===== src/rtl/seg7_pkg.sv =====
package seg7_pkg;
  localparam int CODE_W = 4;
  localparam int SEG_W  = 7;
  typedef logic [CODE_W-1:0] code_t;
  typedef logic [SEG_W-1:0]  seg_t;
  localparam seg_t SEG_ALL_OFF_N = '1;
endpackage


===== src/rtl/seg7_reset_sync.sv =====
module seg7_reset_sync #(
  parameter int STAGES = 2
) (
  input  logic clk,
  input  logic arst_n,
  output logic srst_n
);
  logic [STAGES-1:0] chain_q;
  logic [STAGES-1:0] chain_d;

  always_comb begin
    chain_d = {chain_q[STAGES-2:0], 1'b1};
  end

  always_ff @(posedge clk or negedge arst_n) begin
    if (!arst_n) chain_q <= '0;
    else         chain_q <= chain_d;
  end

  assign srst_n = chain_q[STAGES-1];
endmodule


===== src/rtl/seg7_code_hold.sv =====
module seg7_code_hold
  import seg7_pkg::*;
(
  input  logic  clk,
  input  logic  rst_n,
  input  logic  load_n,
  input  code_t code_in,
  output code_t held
);
  code_t held_d;
  logic  load_en;

  always_comb begin
    load_en = ~load_n;
    held_d  = held;
    if (load_en) held_d = code_in;
  end

  always_ff @(posedge clk or negedge rst_n) begin
    if (!rst_n) held <= '0;
    else        held <= held_d;
  end


  load_capture_chk: assert property (@(posedge clk) disable iff (!rst_n)
    !load_n |=> held == $past(code_in));


  hold_steady_chk: assert property (@(posedge clk) disable iff (!rst_n)
    load_n |=> $stable(held));
endmodule


===== src/rtl/seg7_glyph_decode.sv =====
module seg7_glyph_decode
  import seg7_pkg::*;
(
  input  code_t code,
  output seg_t  lit
);
  always_comb begin
    unique case (code)
      4'h0: lit = 7'b1111110;
      4'h1: lit = 7'b0110000;
      4'h2: lit = 7'b1101101;
      4'h3: lit = 7'b1111001;
      4'h4: lit = 7'b0110011;
      4'h5: lit = 7'b1011011;
      4'h6: lit = 7'b1011111;
      4'h7: lit = 7'b1110000;
      4'h8: lit = 7'b1111111;
      4'h9: lit = 7'b1111011;
      4'hA: lit = 7'b1110111;
      4'hB: lit = 7'b0011111;
      4'hC: lit = 7'b1001110;
      4'hD: lit = 7'b0111101;
      4'hE: lit = 7'b1001111;
      default: lit = 7'b1000111;
    endcase
  end
endmodule


===== src/rtl/seg7_blank_ctrl.sv =====
module seg7_blank_ctrl
  import seg7_pkg::*;
(
  input  logic  clk,
  input  logic  rst_n,
  input  code_t held,
  input  seg_t  lit,
  input  logic  zb_in_n,
  input  logic  force_n,
  output seg_t  seg_n,
  output logic  zb_out_n
);
  logic held_zero;
  logic ripple_hit;
  logic dark;

  always_comb begin
    held_zero  = (held == '0);
    ripple_hit = held_zero & ~zb_in_n;
    dark       = ripple_hit | ~force_n;
    seg_n      = dark ? SEG_ALL_OFF_N : ~lit;
    zb_out_n   = ~ripple_hit;
  end


  force_dark_chk: assert property (@(posedge clk) disable iff (!rst_n)
    !force_n |-> seg_n == SEG_ALL_OFF_N);


  zero_dark_chk: assert property (@(posedge clk) disable iff (!rst_n)
    (!zb_in_n && held == '0) |-> (seg_n == SEG_ALL_OFF_N && !zb_out_n));


  nonzero_pass_chk: assert property (@(posedge clk) disable iff (!rst_n)
    (held != '0) |-> zb_out_n);


  zero_shown_chk: assert property (@(posedge clk) disable iff (!rst_n)
    (zb_in_n && force_n) |-> ($countones(~seg_n) >= 2 && zb_out_n));
endmodule


===== src/rtl/seg7_latched_decoder.sv =====
module seg7_latched_decoder
  import seg7_pkg::*;
#(
  parameter int RST_STAGES = 2
) (
  input  logic       clk,
  input  logic       rst_n,
  input  logic       load_n,
  input  logic [3:0] code_in,
  input  logic       zero_blank_in_n,
  input  logic       force_blank_n,
  output logic [6:0] seg_n,
  output logic       zero_blank_out_n
);
  logic  srst_n;
  code_t held;
  seg_t  lit;

  seg7_reset_sync #(.STAGES(RST_STAGES)) rst_sync_i (
    .clk    (clk),
    .arst_n (rst_n),
    .srst_n (srst_n)
  );

  seg7_code_hold hold_i (
    .clk     (clk),
    .rst_n   (srst_n),
    .load_n  (load_n),
    .code_in (code_in),
    .held    (held)
  );

  seg7_glyph_decode dec_i (
    .code (held),
    .lit  (lit)
  );

  seg7_blank_ctrl blank_i (
    .clk      (clk),
    .rst_n    (srst_n),
    .held     (held),
    .lit      (lit),
    .zb_in_n  (zero_blank_in_n),
    .force_n  (force_blank_n),
    .seg_n    (seg_n),
    .zb_out_n (zero_blank_out_n)
  );


  full_eight_chk: assert property (@(posedge clk) disable iff (!srst_n)
    (held == 4'h8 && force_blank_n) |-> seg_n == 7'b0000000);
endmodule


===== config.mk =====
export PLATFORM = sky130hd
export DESIGN_NAME = seg7_latched_decoder
export DESIGN_NICKNAME = d
export VERILOG_FILES = /design/src/rtl/seg7_pkg.sv /design/src/rtl/seg7_reset_sync.sv /design/src/rtl/seg7_code_hold.sv /design/src/rtl/seg7_glyph_decode.sv /design/src/rtl/seg7_blank_ctrl.sv /design/src/rtl/seg7_latched_decoder.sv
export SDC_FILE = /design/constraint.sdc
export NUM_CORES = 1
export LEC_CHECK = 0
export ABC_AREA = 1
export CORE_MARGIN = 2
export CORE_UTILIZATION = 39
export DETAILED_ROUTE_END_ITERATION = 10
export GPL_ROUTABILITY_DRIVEN = 0
export PLACE_DENSITY = 0.73
export SYNTH_ARGS = -nofsm -noshare
export SYNTH_HDL_FRONTEND = slang
export SYNTH_SLANG_ARGS = --single-unit

===== constraint.sdc =====
create_clock -name clk -period 1.4 [get_ports clk]
set_input_delay 0.28 -clock clk [delete_from_list [all_inputs] [get_ports clk]]
set_output_delay 0.28 -clock clk [all_outputs]
set_load 0.05 [all_outputs]

### Word level (Yosys, flattened, before mapping)

Memory sizes are Yosys's and may differ from the RTL's.
Cells that the tools add are included.
W data, S select, Z words.

| word-level totals | value |
|---|---|
| register bits after elaboration | 6 |
| bits in latches | 0 |
| memory bits (writable) | 0 |
| bits in read-only memories | 112 |
| bits of input ports | 9 |
| output and inout bits | 8 |
| logic and storage cells | 11 |
| memories kept | 1 |

Memories:

| memory | words | width | read ports | clocked after Yosys merged registers in | wr ports | line | RTL |
|---|---|---|---|---|---|---|---|
| (no name shown) | 16 | 7 | 1 | 0 | 0 | seg7_glyph_decode.sv:8 | `unique case (code)` |

| operators by class | value |
|---|---|
| add/subtract/negate cells | 0 |
| multiply operators | 0 |
| divide/modulo/power cells | 0 |
| $lt $le $gt $ge | 0 |
| equal/unequal tests | 0 |
| shift operators | 0 |
| muxes and demuxes | 1 |
| bitwise operators | 6 |
| reduce and logical (&&, ||, !) cells | 1 |

Operators by type and width:

| operator | count |
|---|---|
| $mux W7 | 1 |
| $not A7 Y7 | 1 |
| $logic_not A4 Y1 | 1 |
| $not A1 Y1 | 3 |
| $and A1 B1 Y1 | 1 |
| $or A1 B1 Y1 | 1 |

### Logic depth before layout (Yosys ltp)

| depth | value |
|---|---|
| depth in word-level cells | 4 |
| mapped depth | 6 |
| depth with buffers taken out | 6 |

### Modules after synthesis

A second synthesis with hierarchy kept.

| second synthesis, totals | value |
|---|---|
| cells, all modules | 83 |
| area, all modules | 541.8 um^2 |

By module, submodules not included:

| module | instances | cells an instance | area each (um^2) | sequential area each (um^2) |
|---|---|---|---|---|
| seg7_glyph_decode | 1 | 52 | 270.3 | 0.0 |
| seg7_code_hold | 1 | 17 | 148.9 | 100.1 |
| seg7_blank_ctrl | 1 | 11 | 68.8 | 0.0 |
| seg7_reset_sync | 1 | 3 | 53.8 | 50.0 |

### Worst setup path before layout

OpenSTA, ideal clock, no wires.

| timing | value |
|---|---|
| path kind | register -> output |
| start | register hold_i.held[0] |
| end | output port seg_n[0] |
| arrival | 1.407 ns |
| required time | 1.120 ns |
| setup slack | -0.287 ns |
| stages on the path, launching flop included | 7 |
| path buffers | 0 |
| cells stage by stage | dfrtp_1 > inv_1 > ha_1 > inv_1 > nor2_1 > a21oi_4 > nand3_1 |

| on the way | value |
|---|---|
| word-level cells in the longest chain between the ends | 4 |
| elaborated cells between the ends (all ways) | 6 |
| classes of those cells | 1 x mux; 3 x bitwise; 1 x reduce/logical; 1 x memory |

RTL lines:

| what | line | RTL |
|---|---|---|
| start, declared | seg7_code_hold.sv:8 | `output code_t held` |
| start signal, assigned | seg7_code_hold.sv:21 | `else held <= held_d;` |
| parallel branches: the longest is 3 deep, another holds $mem_v2 Z16 W7 | -- |  |
| $mux W7 (*) | seg7_blank_ctrl.sv:21 | `seg_n = dark ? SEG_ALL_OFF_N : ~lit;` |
| end, declared | seg7_latched_decoder.sv:12 | `output logic [6:0] seg_n,` |

Every way passes the cells marked *.

### Worst setup path in the final report

| timing | value |
|---|---|
| start | register hold_i.held[0] |
| end | output port seg_n[3] |

Same word-level chain as after synthesis.

==> impl_metrics.ini <==
[synth]
synth_top_area_share = 0.293
synth_xor_area_frac = 0
synth_compound_area_frac = 0.100
synthMuxAreaShare = 0
synth-simple-area-share = 0.334
synth_area_leaders = dfrtp_1 29%, ha_1 15%, nand2_1 13%
netlist_area_sq_um = 513
synth_top_family_by_area = simple AND/OR/NAND/NOR gates
synthCells = 72
post_synth_fa_ha_maj_area_fraction = 0.146
yosysWarnings = 0
avgSynthCellArea_sq_um = 7.12
syn-num-nets = 87
synth_area_leader_cell = dfrtp_1
synth_seq_cells = 6
yosysSeqAreaShare = 0.293
yosys.cell_types.count = 14

[setup_path]
critPathKind = flip-flop to primary output
rr_worst_depth = 3
path_cells = inv_2, ha_4, inv_2, nor2_4, a21oi_4, buf_12, nand3_2, buf_6
cp_data_arrival_time_ns = 1.50
path_max_fanout = 7
crit-reg2reg-capture = hold_i.held[2]
slowest_delay_ns = 0.41
critPathSlowestCell = dfrtp_1
worst_path_most_repeated_cell = inv_2
crit_cells = 8
crit_required_ns = 1.12
start_kind = flip-flop
reg2reg_from = hold_i.held[2]
critical-path-top-delay-family = buffers and inverters
cp_num_buf_inv = 4
crit_path_end_kind = primary output
r2r_slack_ns = 0.39

[timing]
grt_setup_unrepaired = true
setup_viol = 8
setup_ws_ns = -0.376
hold_viol = 0
clock_skew_ns = 0.00419
fin_crit_ns = 1.78
fmax_mhz = 563
totalNegativeSetupSlack_ns = -2.86
holdWs_ns = 0.0494
slew_viol_final = 0
fin_crit_sh = 1.27

[route]
drt_iter0_markers = 7
wl_per_cell_microns = 10.2
vias = 524
wirelength_mm = 1.17
first_pass_iters = 4
via_per_inst = 4.56
drc = 0
drtAntennaViolNets = 0

[cells_and_area]
final_cell_mix = 15 x nand2_1, 11 x buf_4, 8 x clkdlybuf4s50_1
fin_nets = 117
final_common_cell = nand2_1
synthToLayoutAreaGrowth_pct = 73.2
drive_gt1_frac = 0.420
fillerInstances = 102
diodes = 0

[clock_network]
htree_levels = 1
tritoncts = yes
insertion_delay_ns = 0.24
clk_pin_slew_worst_paths_ns = 0.04
clkSinkCount = 6
cts_buffer_depth = 2
cts_buffers = 3
cts_root_buf = clkbuf_4

[pwr]
cellLeakagePower_nw = 0.430
irDropWorstVdd_v = 0.000605
p_total_mw = 0.737
powerDensity_nw_per_um2 = 829

[grt]
grt_max_degree = 10
grt_pass1_wl_mm = 1.89
gr-total-overflow = 0
grt_pass1_vias = 465
track_usage = 0.177
antenna_found_initial = 0

[floorplan]
coreArea_sq_um = 1270
die_w_microns = 40.3
die_h_microns = 40.3
rows = 13
start_util = 0.404
dieArea_sq_um = 1620
io_pins = 17

[flow_run]
maxCapViolCount = 0

[placement]
dp_hpwl_microns = 962
io_buffers = 16

[outcome]
outcome = finished with violations
violations = negative setup slack

[worst_hold_path]
hold_class = flip-flop to asynchronous set/reset pin
## routing by layer
layer	up-vias	global-route usage	routed length, microns
met1	231	0.223	532
li1	280	-	-
met2	13	0.306	577
met4	0	0	0
met3	0	0.0667	62
met5	-	0	0
## worst max-delay path by stage
stage               startpoint       end  slack [ns]
2_1_floorplan   hold_i.held[1]  seg_n[0]       -0.16
6_report        hold_i.held[0]  seg_n[3]       -0.38
5_1_grt         hold_i.held[0]  seg_n[5]       -0.47
4_1_cts         hold_i.held[0]  seg_n[3]       -0.39
3_5_place_dp   zero_blank_in_n  seg_n[3]       -0.22
3_3_place_gp   zero_blank_in_n  seg_n[5]       -0.20
## report_power, final
group	switching (mW)	internal, mW	total [mW]
combinational	0.209	0.165	0.373
sequential	0.0205	0.187	0.208
clock	0.0589	0.0967	0.156
total	0.288	0.449	0.737
## Yosys cell counts, drive strengths merged
master	n
dfrtp	6
nand2	18
a21oi	7
inv	9
conb	1
buf	3
nand3	12
nor2	8
ha	6
o21ai	1
or2	1
## cell type report
cell class | count | area [sq um] | share of cell area
multi-input combinational | 54 | 374 | 0.421
timing repair buffer | 28 | 289 | 0.325
sequential | 6 | 150 | 0.169
inverter | 9 | 33.8 | 0.0380
clock buffer | 3 | 22.5 | 0.0254
tap | 15 | 18.8 | 0.0211
## sequential cells by signal, indices dropped and copies added, names as in the netlist
| register | cells |
|---|---|
| hold_i.held | 4 |
| rst_sync_i.chain_q | 2 |
## what timing repair did
| item | 4_1_cts | 5_1_grt |
|---|---|---|
| setup buffers | 1 | 1 |
| pin swaps | 0 | 1 |
| hold buffers | 0 | 0 |
| resized for setup | 14 | 1 |
| setup endpoints to repair | 8 | 8 |
## through the flow
stage	setup slack, ns	instances	util	area (sq um)
floorplan	-0.160	72	-	568
global placement	-0.203	110	0.630	800
detailed placement	-0.217	110	0.630	800
CTS	-0.390	114	0.691	877
global route	-0.471	115	0.700	888
finish	-0.376	115	0.700	888
## kinds of logic after synthesis
kind of cell | after synthesis
buffers and inverters | 12
adder cells (fa/ha/maj) | 6
AO/OA/AOI/OAI | 8
other | 1
flip-flops | 6
AND/OR/NAND/NOR | 39
(Power assumes the default switching activity.)
